**config.mk**
```make
export PLATFORM = sky130hd
export DESIGN_NAME = dither_seq
export DESIGN_NICKNAME = d
export VERILOG_FILES = /design/src/rtl/dither_seq_pkg.sv /design/src/rtl/dither_seq_ctrl.sv /design/src/rtl/dither_seq_dp.sv /design/src/rtl/dither_seq.sv
export SDC_FILE = /design/constraint.sdc
export NUM_CORES = 1
export LEC_CHECK = 0
export BUFFER_PORTS_ARGS = -buffer_cell sky130_fd_sc_hd__buf_2
export CAP_MARGIN = 20
export CELL_PAD_IN_SITES_DETAIL_PLACEMENT = 1
export CELL_PAD_IN_SITES_GLOBAL_PLACEMENT = 1
export CORE_ASPECT_RATIO = 1.2
export CORE_MARGIN = 1
export CORE_UTILIZATION = 34
export CTS_BUF_LIST = sky130_fd_sc_hd__clkbuf_2
export DETAILED_ROUTE_END_ITERATION = 8
export PLACE_DENSITY = 0.73
export SYNTH_ARGS = -nofsm -noshare
export SYNTH_HDL_FRONTEND = slang
export SYNTH_SLANG_ARGS = --single-unit
```
**constraint.sdc**
```tcl
create_clock -name clk -period 7.1 [get_ports clk]
set_clock_uncertainty 0.15 [all_clocks]
set_input_delay 1.42 -clock clk [delete_from_list [all_inputs] [get_ports clk]]
set_output_delay 1.42 -clock clk [all_outputs]
set_load 0.02 [all_outputs]
```
**src/rtl/dither_seq_pkg.sv**
```systemverilog
package dither_seq_pkg;
  typedef struct packed {
    logic load;     // capture a bus write into the buffer
    logic xfer;     // move buffer into active register
    logic conv;     // perform a conversion this cycle
    logic dith;     // dithering active
    logic restart;  // phase starts from zero for this conversion
  } seq_strobe_t;
endpackage

```
**src/rtl/dither_seq_ctrl.sv**
```systemverilog
module dither_seq_ctrl
  import dither_seq_pkg::*;
#(
  parameter int FRAC_W = 4
) (
  input  logic        clk,
  input  logic        rst_n,
  input  logic        wrEn,
  input  logic        ditherEn,
  input  logic        startEvt,
  output seq_strobe_t strobes,
  output logic        bufEmpty,
  output logic        dmaReq,
  output logic        underrun
);
  logic              bufFull;
  logic [FRAC_W-1:0] subCnt;
  logic              atBoundary;
  logic              doXfer;

  assign atBoundary = !ditherEn || (subCnt == '0);
  assign doXfer     = startEvt && atBoundary && bufFull;

  always_comb begin
    strobes.load    = wrEn;
    strobes.xfer    = doXfer;
    strobes.conv    = startEvt;
    strobes.dith    = ditherEn;
    strobes.restart = doXfer || !ditherEn;
  end

  always_ff @(posedge clk or negedge rst_n) begin
    if (!rst_n) begin
      bufFull  <= 1'b0;
      subCnt   <= '0;
      dmaReq   <= 1'b0;
      underrun <= 1'b0;
    end else begin
      if (wrEn) bufFull <= 1'b1;
      else if (doXfer) bufFull <= 1'b0;

      if (!ditherEn) subCnt <= '0;
      else if (startEvt) subCnt <= subCnt + 1'b1;

      dmaReq <= doXfer;

      if (wrEn) underrun <= 1'b0;
      else if (startEvt && atBoundary && !bufFull) underrun <= 1'b1;
    end
  end

  assign bufEmpty = !bufFull;
endmodule

```
**src/rtl/dither_seq_dp.sv**
```systemverilog
module dither_seq_dp
  import dither_seq_pkg::*;
#(
  parameter int CODE_W = 10,
  parameter int FRAC_W = 4,
  parameter int WORD_W = CODE_W + FRAC_W + 2
) (
  input  logic              clk,
  input  logic              rst_n,
  input  seq_strobe_t       strobes,
  input  logic [WORD_W-1:0] wrData,
  input  logic              leftAdj,
  output logic [CODE_W-1:0] dacCode,
  output logic              dacStrobe
);
  localparam logic [CODE_W-1:0] CODE_MAX = '1;
  localparam int RJ_TOP = CODE_W + FRAC_W - 1;
  localparam int LJ_FRAC_TOP = WORD_W - 1 - CODE_W;

  logic [CODE_W-1:0] bufCode, actCode, effCode, nextCode;
  logic [FRAC_W-1:0] bufFrac, actFrac, effFrac, phase, phaseIn;
  logic [FRAC_W:0]   phaseSum;
  logic [CODE_W-1:0] inCode;
  logic [FRAC_W-1:0] inFrac;
  logic              plusOne;

  always_comb begin
    if (leftAdj) begin
      inCode = wrData[WORD_W-1 -: CODE_W];
      inFrac = wrData[LJ_FRAC_TOP -: FRAC_W];
    end else begin
      inCode = wrData[RJ_TOP -: CODE_W];
      inFrac = wrData[FRAC_W-1:0];
    end
  end

  always_comb begin
    effCode  = strobes.xfer ? bufCode : actCode;
    effFrac  = strobes.xfer ? bufFrac : actFrac;
    phaseIn  = strobes.restart ? '0 : phase;
    phaseSum = {1'b0, phaseIn} + {1'b0, (strobes.dith ? effFrac : '0)};
    plusOne  = phaseSum[FRAC_W];
    nextCode = (plusOne && effCode != CODE_MAX) ? effCode + 1'b1 : effCode;
  end

  always_ff @(posedge clk or negedge rst_n) begin
    if (!rst_n) begin
      bufCode   <= '0;
      bufFrac   <= '0;
      actCode   <= '0;
      actFrac   <= '0;
      phase     <= '0;
      dacCode   <= '0;
      dacStrobe <= 1'b0;
    end else begin
      if (strobes.load) begin
        bufCode <= inCode;
        bufFrac <= inFrac;
      end
      if (strobes.xfer) begin
        actCode <= bufCode;
        actFrac <= bufFrac;
      end
      if (!strobes.dith) phase <= '0;
      else if (strobes.conv) phase <= phaseSum[FRAC_W-1:0];
      dacStrobe <= strobes.conv;
      if (strobes.conv) dacCode <= nextCode;
    end
  end
endmodule

```
**src/rtl/dither_seq.sv**
```systemverilog
module dither_seq
  import dither_seq_pkg::*;
#(
  parameter int CODE_W = 10,
  parameter int FRAC_W = 4,
  localparam int WORD_W = CODE_W + FRAC_W + 2
) (
  input  logic              clk,
  input  logic              rst_n,
  input  logic              wrEn,
  input  logic [WORD_W-1:0] wrData,
  input  logic              leftAdj,
  input  logic              ditherEn,
  input  logic              startEvt,
  output logic [CODE_W-1:0] dacCode,
  output logic              dacStrobe,
  output logic              bufEmpty,
  output logic              dmaReq,
  output logic              underrun
);
  seq_strobe_t strobes;

  dither_seq_ctrl #(.FRAC_W(FRAC_W)) u_ctrl (
    .clk(clk), .rst_n(rst_n), .wrEn(wrEn), .ditherEn(ditherEn),
    .startEvt(startEvt), .strobes(strobes), .bufEmpty(bufEmpty),
    .dmaReq(dmaReq), .underrun(underrun)
  );

  dither_seq_dp #(.CODE_W(CODE_W), .FRAC_W(FRAC_W), .WORD_W(WORD_W)) u_dp (
    .clk(clk), .rst_n(rst_n), .strobes(strobes), .wrData(wrData),
    .leftAdj(leftAdj), .dacCode(dacCode), .dacStrobe(dacStrobe)
  );
endmodule

```
==> results.txt <==
The flow ran to the end, and the final reports show no timing, DRC or antenna violations. Yosys printed 0 warnings. The number of sinks on the clock net came out at 50.

The detailed-route vias per instance is 5.26. The worst slew margin relative to its limit is 52.4%. Summing all non-filler instances in the final layout gives an area of 2930 um^2. In the global route stage, overall resource usage came out at 16.3%. The repair_antennas step left the layout with diodes totalling 0. The top achievable clock speed came out at 0.214 GHz. The largest vdd supply drop came out at 87.8 uV. For the worst setup path, the data required time is 7350 ps. The total global routing overflow is 0.

Counting flops and latches in the post-synthesis netlist gives 50. Counting flops with an async set or reset pin after synthesis yields a share of 100%. The floorplan has 34 rows. The die covers 8160 um^2.

The worst setup path is launched from a primary input. Traced cell by cell, the critical path runs through buf_2 > nand2_1 > a21o_4 > inv_2 > nand2_1 > nand2_1 > and2_1 > ha_1 > inv_1 > fa_1 > nand2b_1 > a211o_1 > or4_1 > a2111o_1 > nand3_1. The I/O pin count is 36. The worst path buffer plus inverter count came out at 3. The area added between synthesis and finish came out at 10.6%. After technology mapping, the gate count stands at 266. The post-route minimum period came out at 4670 ps. The detailed-routed wire length on met2 is 2.77 mm.

The max-capacitance violation count is 0. The total power is 0.000673 W. The H-tree depth reported by CTS is 2. The post-synthesis net count is 296. The latest clock arrival within the worst-skew pair is 450 ps.

In the synthesized netlist the dominant register cell turns out to be sky130_fd_sc_hd__dfrtp_1. After filler insertion, the fill cell instance count of the layout stands at 876. The hold violation count in the final report is 0. In this run the worst path has a maximum fanout of 22. The wire length on met1 came out at 2.81 mm.

In this run, distinct cell masters in the synthesized netlist total 42. After detailed routing, the number of remaining DRC violations is 0. The final number of max-transition violations is 0. The maximum cell stage delay along the critical path is 500 ps. The setup violation total in the final timing report is 0. The data arrival time at the worst-slack endpoint is 4920 ps. By instance count, the cell type seen most on the critical path is sky130_fd_sc_hd__nand2_1.

The fraction of the yosys area taken by sequential cells came out at 47.1%. The starting DRC count in detailed routing came out at 79. The root cell of the clock tree is sky130_fd_sc_hd__clkbuf_2. The hold buffer count at CTS came out at 0.

After clock tree synthesis, the clock-pin slew on the worst setup and hold paths is 260 ps. The maximum count of clock buffers along a single path came out at 2. The wire length of the first global-routing pass is 10.2 mm. The worst hold path belongs to the class flop to flop.

The uppermost signal routing layer after detailed routing is met4. The count of port buffers added during placement came out at 35. The fraction of layout instances using a drive strength above 1 came out at 20.9%. The setup TNS came out at 0 ps. The placed instances occupy a cell area of 2890 um^2. The floorplan step defined a core boundary enclosing 7400 um^2. The congestion estimate from routability-driven global placement came to 0.867. In this run the mean area of a mapped cell was 9.98 um^2. The die span in x is 82.7 um. The clock buffer count from CTS is 5. The starting density of the core is 35.9%. Summed over all nets, the half-perimeter wirelength after detailed placement is 4.46 mm. The maximum number of pins on one net before global-route repair is 32. The initial antenna violation count is 0. The post-route worst hold slack is 357 ps.

The net count of the finished layout is 325. The kind of cell adding the most delay to the critical path is simple AND/OR/NAND/NOR gates. The number of global-route vias before repair came to 2120. The via count came out at 2030. The first detailed-routing pass ran for 4 iterations. By startpoint and endpoint, the worst setup path is classified as primary input to flop. The number of gates resized after CTS came out at 0.

The worst-path cell with the longest stage delay is sky130_fd_sc_hd__or4_1. The final wirelength came out at 5.81 mm. The height of the die came out at 98.8 um. TritonCTS built the clock tree.

The mapped netlist covers 2650 um^2. The number of buffers added for setup after CTS is 0. The static leakage is 1.39 nW.

The number of nets with antenna violations after routing is 0. In this run the power density over the cells is 229 nW/um^2. In this run, synthesis inferred 0 flip-flops with an integrated enable. Setup repair after global routing left no endpoint under its margin. The worst setup path is captured at a flop. Dividing the detail-routed wire length by the instance count gives 15.1 um. The routed design uses 150 um of met3 wire. The slew at the pin closest to its max-slew limit came out at 694 ps.

The share of the clock period used by the worst path is 65.8%.
[power breakdown]
part	switching (W)	leakage [nW]	internal, W
Clock	0.0000950	0.0289	0.0000242
Combinational	0.000111	0.769	0.0000783
Sequential	0.0000329	0.589	0.000331
[path summary, 6_finish.rpt]
| check | slack, ps | depth (start not counted) | from | end |
|---|---|---|---|---|
| setup / recovery | 2430 | 15 | startEvt | u_dp.dacCode[7] |
| setup reg to reg | 2810 | 16 | u_ctrl.subCnt[0] | u_dp.dacCode[7] |
| hold / removal | 360 | 2 | u_dp.actFrac[3] | u_dp.actFrac[3] |
| min in group asynchronous | 720 | 1 | rst_n | u_dp.bufFrac[1] |
| max in group asynchronous | 5530 | 2 | rst_n | u_dp.actCode[7] |
| hold reg to reg | 360 | 2 | u_dp.actFrac[3] | u_dp.actFrac[3] |
[worst min-delay path: cells and delay by family (launching register included)]
family           cells  cell delay, ps
flip-flops           1             390
AND/OR/NAND/NOR      2             110
[cells by family after synthesis]
group	Yosys count	synth area share (%)
buffers and inverters	26	4.48
flip-flops	50	47.1
adder cells (fa/ha/maj)	8	4.05
AND/OR/NAND/NOR	98	18.1
XOR/XNOR	5	1.65
multiplexers	33	13.1
AO/OA/AOI/OAI	46	11.5
[registers in the layout (all words and copies together) (netlist names)]
name and cells:
u_ctrl.bufFull 1, u_dp.bufCode 10, u_dp.bufFrac 4, u_ctrl.underrun 1, u_ctrl.subCnt 4, u_dp.actCode 10, u_dp.dacCode 10, u_ctrl.dmaReq 1
u_dp.phase 4, u_dp.dacStrobe 1, u_dp.actFrac 4
[cells in the mapped netlist (2+ instances only)]
library cell	n	share of area [%]
sky130_fd_sc_hd__and2_1	4	0.94
sky130_fd_sc_hd__ha_1	7	3.3
sky130_fd_sc_hd__and3_1	9	2.1
sky130_fd_sc_hd__nand3_1	9	1.7
sky130_fd_sc_hd__o22ai_1	2	0.47
sky130_fd_sc_hd__and4_1	2	0.66
sky130_fd_sc_hd__a31oi_1	5	1.2
sky130_fd_sc_hd__buf_6	2	0.85
sky130_fd_sc_hd__nor2b_1	3	0.71
sky130_fd_sc_hd__nand4_1	6	1.4
sky130_fd_sc_hd__inv_1	9	1.3
sky130_fd_sc_hd__mux2i_1	22	8.3
sky130_fd_sc_hd__mux2_2	10	4.2
sky130_fd_sc_hd__nand2_1	21	3.0
sky130_fd_sc_hd__a31o_2	2	0.66
sky130_fd_sc_hd__clkinv_1	2	0.28
sky130_fd_sc_hd__a21oi_1	21	4.0
sky130_fd_sc_hd__nor2_1	34	4.8
sky130_fd_sc_hd__or3_1	2	0.47
sky130_fd_sc_hd__xnor2_1	2	0.66
sky130_fd_sc_hd__buf_2	2	0.38
sky130_fd_sc_hd__clkbuf_1	9	1.3
sky130_fd_sc_hd__xor2_1	3	0.99
sky130_fd_sc_hd__a21o_1	3	0.85
sky130_fd_sc_hd__a211oi_1	3	0.85
sky130_fd_sc_hd__dfrtp_1	50	47
sky130_fd_sc_hd__nor3_1	3	0.57
sky130_fd_sc_hd__a2111o_1	2	0.85
sky130_fd_sc_hd__o31ai_1	4	1.1
[layer usage]
metal  vias up  GRT usage [%]
li1        996              -
met1       997           22.4
met2        30           26.1
met3         7           2.78
met4         0           4.77
met5         -              0
[metrics by stage]
step | worst slack, ps | cells | utilization [%]
2_1_floorplan | 2750 | 266 | -
3_3_place_gp | 2070 | 377 | 38.7
3_5_place_dp | 1930 | 378 | 39.0
4_1_cts | 2420 | 386 | 39.6
5_1_grt | 2170 | 386 | 39.6
6_report | 2430 | 386 | 39.6
[layout by cell type, fill, tap and decap left out, drive strengths merged, types with 9 or more instances in the layout]
cell   instances
a21oi         21
and3           9
buf           36
dfrtp         50
inv           10
mux2          11
mux2i         22
nand2         21
nand3          9
nor2          34
[area by class of cell]
| type | count | area, um^2 | area share (%) |
|---|---|---|---|
| Multi-Input combinational cell | 190 | 1280 | 43.8 |
| Sequential cell | 50 | 1250 | 42.6 |
| Timing Repair Buffer | 36 | 195 | 6.65 |
| Tap cell | 90 | 113 | 3.84 |
| Inverter | 12 | 45.0 | 1.54 |
| Clock buffer | 5 | 25.0 | 0.853 |
| Clock inverter | 3 | 21.3 | 0.725 |
(Power assumes the default switching activity.)
